<file path="src/rtl/memctl_stub_pkg.sv">
package memctl_stub_pkg;

    localparam int DATA_W = 32;
    localparam int ADDR_W = 12;

    localparam logic [ADDR_W-1:0] OFS_CTRL  = 12'h000;
    localparam logic [ADDR_W-1:0] OFS_CAL   = 12'h0A8;
    localparam logic [ADDR_W-1:0] OFS_STAT  = 12'h0B0;
    localparam logic [ADDR_W-1:0] OFS_LIMIT = 12'h2E4;

    localparam logic [DATA_W-1:0] RST_CTRL = 32'h8002_0000;
    localparam logic [DATA_W-1:0] RST_CAL  = 32'h07B0_0000;
    localparam logic [DATA_W-1:0] RST_STAT = 32'h8000_0000;

    localparam int BIT_INIT_GO  = 31;
    localparam int BIT_TRAIN_GO = 30;
    localparam int BIT_CAL_DONE = 31;

    typedef enum logic [2:0] {
        RG_CTRL,
        RG_CAL,
        RG_STAT,
        RG_UNIMPL,
        RG_RANGE
    } region_e;

    typedef enum logic [2:0] {
        ST_IDLE,
        ST_READ_OK,
        ST_WRITE_OK,
        ST_UNIMPL,
        ST_RANGE
    } resp_state_e;

endpackage

</file>
<file path="src/rtl/memctl_stub_decode.sv">
module memctl_stub_decode
    import memctl_stub_pkg::*;
#(
    parameter int AW = ADDR_W
) (
    input  logic [AW-1:0] addr,
    output region_e       region
);

    localparam int WI_W = AW - 2;
    localparam logic [WI_W-1:0] WI_CTRL  = WI_W'(OFS_CTRL  >> 2);
    localparam logic [WI_W-1:0] WI_CAL   = WI_W'(OFS_CAL   >> 2);
    localparam logic [WI_W-1:0] WI_STAT  = WI_W'(OFS_STAT  >> 2);
    localparam logic [WI_W-1:0] WI_LIMIT = WI_W'(OFS_LIMIT >> 2);

    logic [WI_W-1:0] word_idx;
    assign word_idx = addr[AW-1:2];

    always_comb begin
        if (word_idx >= WI_LIMIT)
            region = RG_RANGE;
        else if (word_idx == WI_CTRL)
            region = RG_CTRL;
        else if (word_idx == WI_CAL)
            region = RG_CAL;
        else if (word_idx == WI_STAT)
            region = RG_STAT;
        else
            region = RG_UNIMPL;
    end

endmodule

</file>
<file path="src/rtl/memctl_stub_regs.sv">
module memctl_stub_regs
    import memctl_stub_pkg::*;
#(
    parameter int DW = DATA_W
) (
    input  logic          clk,
    input  logic          rst,
    input  logic          wr_en,
    input  region_e       region,
    input  logic [DW-1:0] wdata,
    output logic [DW-1:0] ctrl_q,
    output logic [DW-1:0] cal_q,
    output logic [DW-1:0] stat_q,
    output logic [DW-1:0] rd_val
);

    localparam logic [DW-1:0] GO_MASK = (DW'(1) << BIT_INIT_GO) | (DW'(1) << BIT_TRAIN_GO);
    localparam logic [DW-1:0] DONE_BIT = DW'(1) << BIT_CAL_DONE;

    always_ff @(posedge clk) begin
        if (rst) begin
            ctrl_q <= RST_CTRL;
            cal_q  <= RST_CAL;
            stat_q <= RST_STAT;
        end else if (wr_en) begin
            unique case (region)
                RG_CTRL: ctrl_q <= wdata & ~GO_MASK;
                RG_CAL: begin
                    cal_q  <= wdata;
                    stat_q <= stat_q | DONE_BIT;
                end
                RG_STAT: stat_q <= wdata;
                default: ;
            endcase
        end
    end

    always_comb begin
        unique case (region)
            RG_CTRL: rd_val = ctrl_q;
            RG_CAL:  rd_val = cal_q;
            RG_STAT: rd_val = stat_q;
            default: rd_val = '0;
        endcase
    end

endmodule

</file>
<file path="src/rtl/memctl_stub_resp.sv">
module memctl_stub_resp
    import memctl_stub_pkg::*;
#(
    parameter int DW = DATA_W
) (
    input  logic          clk,
    input  logic          rst,
    input  logic          rd,
    input  logic          wr,
    input  region_e       region,
    input  logic [DW-1:0] rd_val,
    output logic [DW-1:0] rdata,
    output logic          range_flag,
    output logic          unimpl_flag
);

    resp_state_e state_q, state_d;
    logic [DW-1:0] rdata_q;

    always_comb begin
        state_d = ST_IDLE;
        if (wr || rd) begin
            unique case (region)
                RG_UNIMPL: state_d = ST_UNIMPL;
                RG_RANGE:  state_d = ST_RANGE;
                default:   state_d = wr ? ST_WRITE_OK : ST_READ_OK;
            endcase
        end
    end

    always_ff @(posedge clk) begin
        if (rst) begin
            state_q <= ST_IDLE;
            rdata_q <= '0;
        end else begin
            state_q <= state_d;
            rdata_q <= (state_d == ST_READ_OK) ? rd_val : '0;
        end
    end

    always_comb begin
        rdata       = '0;
        range_flag  = 1'b0;
        unimpl_flag = 1'b0;
        unique case (state_q)
            ST_IDLE:     ;
            ST_READ_OK:  rdata = rdata_q;
            ST_WRITE_OK: ;
            ST_UNIMPL:   unimpl_flag = 1'b1;
            ST_RANGE:    range_flag  = 1'b1;
            default:     ;
        endcase
    end

endmodule

</file>
<file path="src/rtl/memctl_reg_stub.sv">
module memctl_reg_stub
    import memctl_stub_pkg::*;
(
    input  logic              clk,
    input  logic              rst,
    input  logic              bus_rd,
    input  logic              bus_wr,
    input  logic [ADDR_W-1:0] bus_addr,
    input  logic [DATA_W-1:0] bus_wdata,
    output logic [DATA_W-1:0] bus_rdata,
    output logic              range_pulse,
    output logic              unimpl_pulse
);

    region_e           region;
    logic [DATA_W-1:0] ctrl_q, cal_q, stat_q, rd_val;

    memctl_stub_decode #(.AW(ADDR_W)) u_dec (
        .addr   (bus_addr),
        .region (region)
    );

    memctl_stub_regs #(.DW(DATA_W)) u_regs (
        .clk    (clk),
        .rst    (rst),
        .wr_en  (bus_wr),
        .region (region),
        .wdata  (bus_wdata),
        .ctrl_q (ctrl_q),
        .cal_q  (cal_q),
        .stat_q (stat_q),
        .rd_val (rd_val)
    );

    memctl_stub_resp #(.DW(DATA_W)) u_resp (
        .clk         (clk),
        .rst         (rst),
        .rd          (bus_rd),
        .wr          (bus_wr),
        .region      (region),
        .rd_val      (rd_val),
        .rdata       (bus_rdata),
        .range_flag  (range_pulse),
        .unimpl_flag (unimpl_pulse)
    );

endmodule

</file>
<file path="config.mk">
export PLATFORM = sky130hd
export DESIGN_NAME = memctl_reg_stub
export DESIGN_NICKNAME = d
export VERILOG_FILES = /design/src/rtl/memctl_stub_pkg.sv /design/src/rtl/memctl_stub_decode.sv /design/src/rtl/memctl_stub_regs.sv /design/src/rtl/memctl_stub_resp.sv /design/src/rtl/memctl_reg_stub.sv
export SDC_FILE = /design/constraint.sdc
export NUM_CORES = 1
export LEC_CHECK = 0
export BUFFER_PORTS_ARGS = -buffer_cell sky130_fd_sc_hd__buf_2
export CAP_MARGIN = 15
export CORE_ASPECT_RATIO = 0.8
export CORE_UTILIZATION = 55
export DETAILED_ROUTE_END_ITERATION = 7
export PLACE_DENSITY_LB_ADDON = 0.08
export SYNTH_ARGS = -nofsm -noshare
export SYNTH_HDL_FRONTEND = slang
export SYNTH_SLANG_ARGS = --single-unit
export TNS_END_PERCENT = 1
</file>
<file path="constraint.sdc">
create_clock -name clk -period 3.89 [get_ports clk]
set_input_delay 0 -clock clk [delete_from_list [all_inputs] [get_ports clk]]
set_output_delay 0 -clock clk [all_outputs]
set_load 0.05 [all_outputs]
</file>
==> results of run 1 <==
-- sequential cells by signal (all words and copies together) (netlist names) --
| signal | count |
|---|---|
| u_regs.ctrl_q | 31 |
| u_regs.cal_q | 32 |
| u_resp.rdata_q | 32 |
| u_regs.stat_q | 32 |
| u_resp.state_q | 3 |
-- layout make-up --
| cell class | count | area [um^2] |
|---|---|---|
| Fill cell | 764 | 2670 |
| Multi-Input combinational cell | 439 | 2710 |
| Tap cell | 136 | 170 |
| Sequential cell | 130 | 2600 |
| Clock inverter | 13 | 231 |
| Timing Repair Buffer | 132 | 886 |
| Inverter | 2 | 7.51 |
| Clock buffer | 19 | 453 |
-- through the flow --
stage                     std cells  area [um^2]  setup slack [ns]  power (W)  hold WS (ns)
after detailed placement        802         6000              1.65    0.00147         0.271
after floorplan                 627         5570              2.42    0.00141         0.144
after global placement          802         6000              1.66    0.00147         0.261
after CTS                       871         7060              1.61    0.00331       0.00568
after global routing            871         7060              1.53    0.00339        0.0601
final                           871         7060              1.66    0.00330        0.0141
-- power groups by stage --
stage / clock network [W] / logic [W] / registers [W]
global placement: 0 / 0.000106 / 0.00136
finish: 0.00183 / 0.000139 / 0.00133
floorplan: 0 / 0.0000497 / 0.00136
CTS: 0.00184 / 0.000137 / 0.00133
global route: 0.00191 / 0.000148 / 0.00133
detailed placement: 0 / 0.000108 / 0.00136
-- metal layers --
layer  share of wire, %  GRT usage [%]
met5                  0              0
met1                 45           35.2
met3                4.4           6.41
met2                 49           48.7
met4                1.6           11.8
-- worst max-delay path, cell delays in order (launching register included) --
cell,delay [ns]
dfxtp_1,0.35
nor3b_2,0.66
buf_4,0.36
and2_1,0.17
buf_2,0.26
-- final timing paths --
path | startpoint | endpoint | slack, ns
setup reg to reg | u_regs.ctrl_q[19]$_SDFFE_PP0P_ | u_resp.rdata_q[19]$_SDFF_PP0_ | 2.94
setup / recovery | u_resp.state_q[0]$_SDFF_PP0_ | bus_rdata[13] | 1.66
hold / removal | bus_addr[4] | u_regs.stat_q[31]$_SDFFE_PP1P_ | 0.01
hold reg to reg | u_regs.cal_q[29]$_SDFFE_PP0P_ | u_regs.cal_q[29]$_SDFFE_PP0P_ | 0.45
-- cell usage in the layout (no fill, tap or decap), types with 2 or more instances in the layout --
cell           synthesis  final
nor4_4                 1      2
nand2_1               61     61
nor2_1                64     63
a21oi_2               30     30
a31oi_1                2      2
clkbuf_16              0     17
nand4_1                5      5
buf_4                  3     16
a211o_1                7      7
buf_2                 14     79
clkinvlp_4             0      2
clkbuf_8               0      2
o21ai_0               32     32
dlygate4sd3_1          0     37
clkinv_4               0      3
dfxtp_1              130    130
o21bai_1               2      2
mux2i_1               60     60
and2_1                32     32
nor3_1                 4      4
and3_1                69     68
inv_1                  2      2
bufinv_16              0      6
a21oi_1               27     27
clkinv_2               0      2
nand3_1               26     26
-- logic make-up after synthesis --
logic type             Yosys count  synth area share [%]
multiplexers                    60                  10.8
XOR/XNOR                         1                 0.157
buffers and inverters           58                  4.97
AO/OA/AOI/OAI                  106                  12.4
AND/OR/NAND/NOR                272                  24.9
flip-flops                     130                  46.8
==> metrics.yaml, run 1 <==
synthesis:
  synth_area_um2: 5570
  synth_top_cell_area_share_pct: 46.8
  ys_types: 36
  synth_seq_cells: 130
  synthesis.nets: 675
  synth.largest_area_cell: "dfxtp_1"
  syn-instance-count: 627
  synth_common_cells: "130 x dfxtp_1, 69 x and3_1, 64 x nor2_1"
  yosysSeqAreaShare_pct: 46.8
  async_flop_share_pct: 0
  postSynthAreaPerCell_um2: 8.88
  synthMostInstantiatedCell: "dfxtp_1"
  yosysWarnings: 0
  synth_edf_count: 0
  synth.area.top_cells: "dfxtp_1 47%, mux2i_1 11%, and3_1 7.8%"
  synth_ff_type: "dfxtp_1"
detailed_routing:
  drt-pass1-iter-count: 5
  avgViaCountPerCell: 5.62
  wire_per_inst_um: 16.6
  drtIter0Drc: 261
  antenna_left: 0
  num_vias: 4896
  drt_wl_total_um: 14500
  drc: 0
pwr:
  netSwitchingFraction_pct: 20.6
  power.internal_w: 0.00262
  power.share.sequential_pct: 40.4
  combPwrFrac_pct: 4.2
  max-vdd-ir-drop_mv: 0.320
  p_sw_w: 0.000681
  p_leak_nw: 3.35
  p_per_area_nw_per_um2: 468
  clkPwrFrac_pct: 55.4
clock_network:
  worstSkewPairLatency_ns: 0.42
  holdBufCountCts: 37
  cts_made_buffers: 17
  clock-root-buffer: "clkbuf_16"
  cts_setup_buffers: 0
  cts_resized: 0
  cts_tree: "built"
  htreeDepth: 4
  cts_sinks: 130
  clk_path_buf_depth: 2
  clkSlewWorstSetupHoldPaths_ns: 0.05
sta:
  worst_pin_slew_ns: 1.11
  max-slew-margin-rel_pct: 26.0
  finalClockSkew_ns: 0.00625
  hold_viol: 0
  min_period_over_period_pct: 57.3
  grt_setup_unrepaired: "no"
  layout_min_cycle_time_ns: 2.23
  max_freq_mhz: 448
  setup_violations: 0
  final.setup.tns_ns: 0
  drv_slew: 0
floorplanning:
  die_y_um: 92.0
  die_w_um: 114
  dieArea_um2: 10500
  coreArea_um2: 9730
  ios: 82
  rows: 32
  initial_core_util_pct: 57.2
placement:
  dp_hpwl_um: 7980
  place.gp.congestion: 0.713
  io_buffers: 79
setup_path:
  worstSetupEndpointType: "primary output"
  cp_max_fo: 18
  r2r_cells: 3
  critPathLaunchType: "flip-flop"
  arrival_ns: 2.23
  required_ns: 3.89
  crit_type: "reg2out"
grt:
  grt.total_usage_pct: 28.7
  grt_start_max_net_pins: 98
  grt_pass1_wl_um: 23000
  grt_overflow: 0
  antenna_found_initial: 0
  grt_pass1_vias: 4664
worst_hold_path:
  hp-class: "in2reg"
  hold-path-cell-count: 3
cells_and_area:
  num-nets-final: 770
  drive_gt1_share_pct: 22.3
  diodes: 0
  finish.utilization_pct: 72.5
  area_growth_pct: 26.8
status:
  status: "finished, final reports clean"
run:
  max_cap_violations: 0
Power figures use the tool's default switching activity.
==> inputs of run 2 (changes only) <==
--- a/config.mk
+++ b/config.mk
@@ -8,7 +8,7 @@
 export BUFFER_PORTS_ARGS = -buffer_cell sky130_fd_sc_hd__buf_2
 export CAP_MARGIN = 15
 export CORE_ASPECT_RATIO = 0.8
-export CORE_UTILIZATION = 55
+export CORE_UTILIZATION = 51
 export DETAILED_ROUTE_END_ITERATION = 7
 export PLACE_DENSITY_LB_ADDON = 0.08
 export SYNTH_ARGS = -nofsm -noshare
==> constraint.sdc (replaced) <==
create_clock -name clk -period 2 [get_ports clk]
set_input_delay 0 -clock clk [delete_from_list [all_inputs] [get_ports clk]]
set_output_delay 0 -clock clk [all_outputs]
set_load 0.05 [all_outputs]
==> metrics.yaml, run 2 (synthesized netlist as in run 1, its figures left out) <==
placement:
  place.gp.congestion: 0.759
  dp_slack_ns: 0.427
  post_dp_cell_area_um2: 6090
  io_buffers: 79
  dp_hpwl_um: 8380
cells_and_area:
  seq_area_um2: 2600
  drive_gt1_share_pct: 23.0
  top_regs: "u_regs.cal_q (32), u_regs.stat_q (32), u_resp.rdata_q (32)"
  diodes: 0
  mostFrequentLayoutCell: "dfxtp_1"
  finish.utilization_pct: 67.0
  multi_input_area_um2: 2710
  final_cell_mix: "130 x dfxtp_1, 79 x buf_2, 68 x and3_1, 63 x nor2_1, 61 x nand2_1"
  num-nets-final: 775
  area_growth_pct: 25.8
  fillers: 885
  stdcell_area_um2: 7000
setup_path:
  r2r_cells: 3
  critPathLaunchType: "flip-flop"
  worst_path_largest_cell_delay_ns: 0.33
  rr_startpoint: "u_regs.stat_q[21]$_SDFFE_PP0P_"
  worstSetupEndpointType: "primary output"
  worst_path_max_delay_cell: "dfxtp_1"
  required_ns: 2.00
  cp_max_fo: 20
  startpoint: "u_resp.state_q[1]$_SDFF_PP0_"
  path_cells: "nor3b_2 -> buf_4 -> and2_1 -> buf_2"
  arrival_ns: 1.71
  crit_type: "reg2out"
sta:
  grt_setup_unrepaired: "no"
  setup_violations: 0
  hold_viol: 0
  worst_pin_slew_ns: 1.04
  max_freq_mhz: 585
  finalClockSkew_ns: 0.00482
  final.setup.tns_ns: 0
  max-slew-margin-rel_pct: 30.8
  layout_min_cycle_time_ns: 1.71
  min_period_over_period_pct: 85.4
  final.setup.worst_slack_ns: 0.292
  hold-worst-slack_ns: 0.0615
  drv_slew: 0
floorplanning:
  ios: 82
  rows: 33
  die_y_um: 95.4
  coreArea_um2: 10400
  initial_core_util_pct: 53.3
  die_w_um: 119
  dieArea_um2: 11300
clock_network:
  worstSkewPairLatency_ns: 0.41
  cts_setup_buffers: 0
  cts_tree: "built"
  cts_made_buffers: 17
  holdBufCountCts: 34
  htreeDepth: 4
  cts_sinks: 130
  clkSlewWorstSetupHoldPaths_ns: 0.05
  clock-root-buffer: "clkbuf_16"
  cts_resized: 0
  clk_path_buf_depth: 2
grt:
  grt_pass1_wl_um: 22700
  grt_start_max_net_pins: 98
  antenna_found_initial: 0
  grt_overflow: 0
  grt.total_usage_pct: 26.2
  grt_pass1_vias: 4467
detailed_routing:
  drt_wl_total_um: 14100
  antenna_left: 0
  wire_per_inst_um: 16.1
  drtIter0Drc: 331
  avgViaCountPerCell: 5.42
  drc: 0
  drt-pass1-iter-count: 5
  num_vias: 4772
pwr:
  p_leak_nw: 3.32
  p_per_area_nw_per_um2: 827
  max-vdd-ir-drop_mv: 0.605
worst_hold_path:
  worstHoldStart: "bus_addr[4]"
  hold-path-cell-count: 3
  hp-class: "in2reg"
run:
  max_cap_violations: 0
status:
  status: "finished, final reports clean"
## run 2: worst paths after layout
check,end,slack [ns]
setup / recovery,bus_rdata[13],0.29
hold / removal,u_regs.stat_q[31]$_SDFFE_PP1P_,0.06
setup reg to reg,u_resp.rdata_q[21]$_SDFF_PP0_,1.13
hold reg to reg,u_regs.ctrl_q[31]$_SDFFE_PP1P_,0.45
## run 2: power breakdown
| group | leakage [nW] | total (W) | internal, W | switching, W |
|---|---|---|---|---|
| clock | 0.271 | 0.00292 | 0.00183 | 0.00109 |
| combinational | 2.00 | 0.000276 | 0.000109 | 0.000167 |
| sequential | 1.05 | 0.00260 | 0.00259 | 0.00000243 |
## run 2: metal layers
metal	wire length [um]	track usage, %
met5	0	0
met4	156	9.39
met3	769	4.96
met2	6560	43.6
met1	6640	34.2
## run 2: stage by stage
step	power, W	cells
after floorplan	0.00275	627
after global placement	0.00287	814
after detailed placement	0.00287	814
after CTS	0.00583	880
after global routing	0.00598	880
final	0.00579	880
## run 2: critical path: cells and delay by family (launching register included)
| kind | cells | cell delay, ns |
|---|---|---|
| buffers and inverters | 2 | 0.55 |
| flip-flops | 1 | 0.33 |
| AND/OR/NAND/NOR | 2 | 0.42 |
## run 2: layout make-up
class,instances,share of cell area (%)
multi-input cells,439,38.7
flip-flops and latches,130,37.2
repair buffers,137,13.4
clock buffers,23,6.97
well taps,140,2.50
clock inverters,9,1.14
inverters,2,0.107
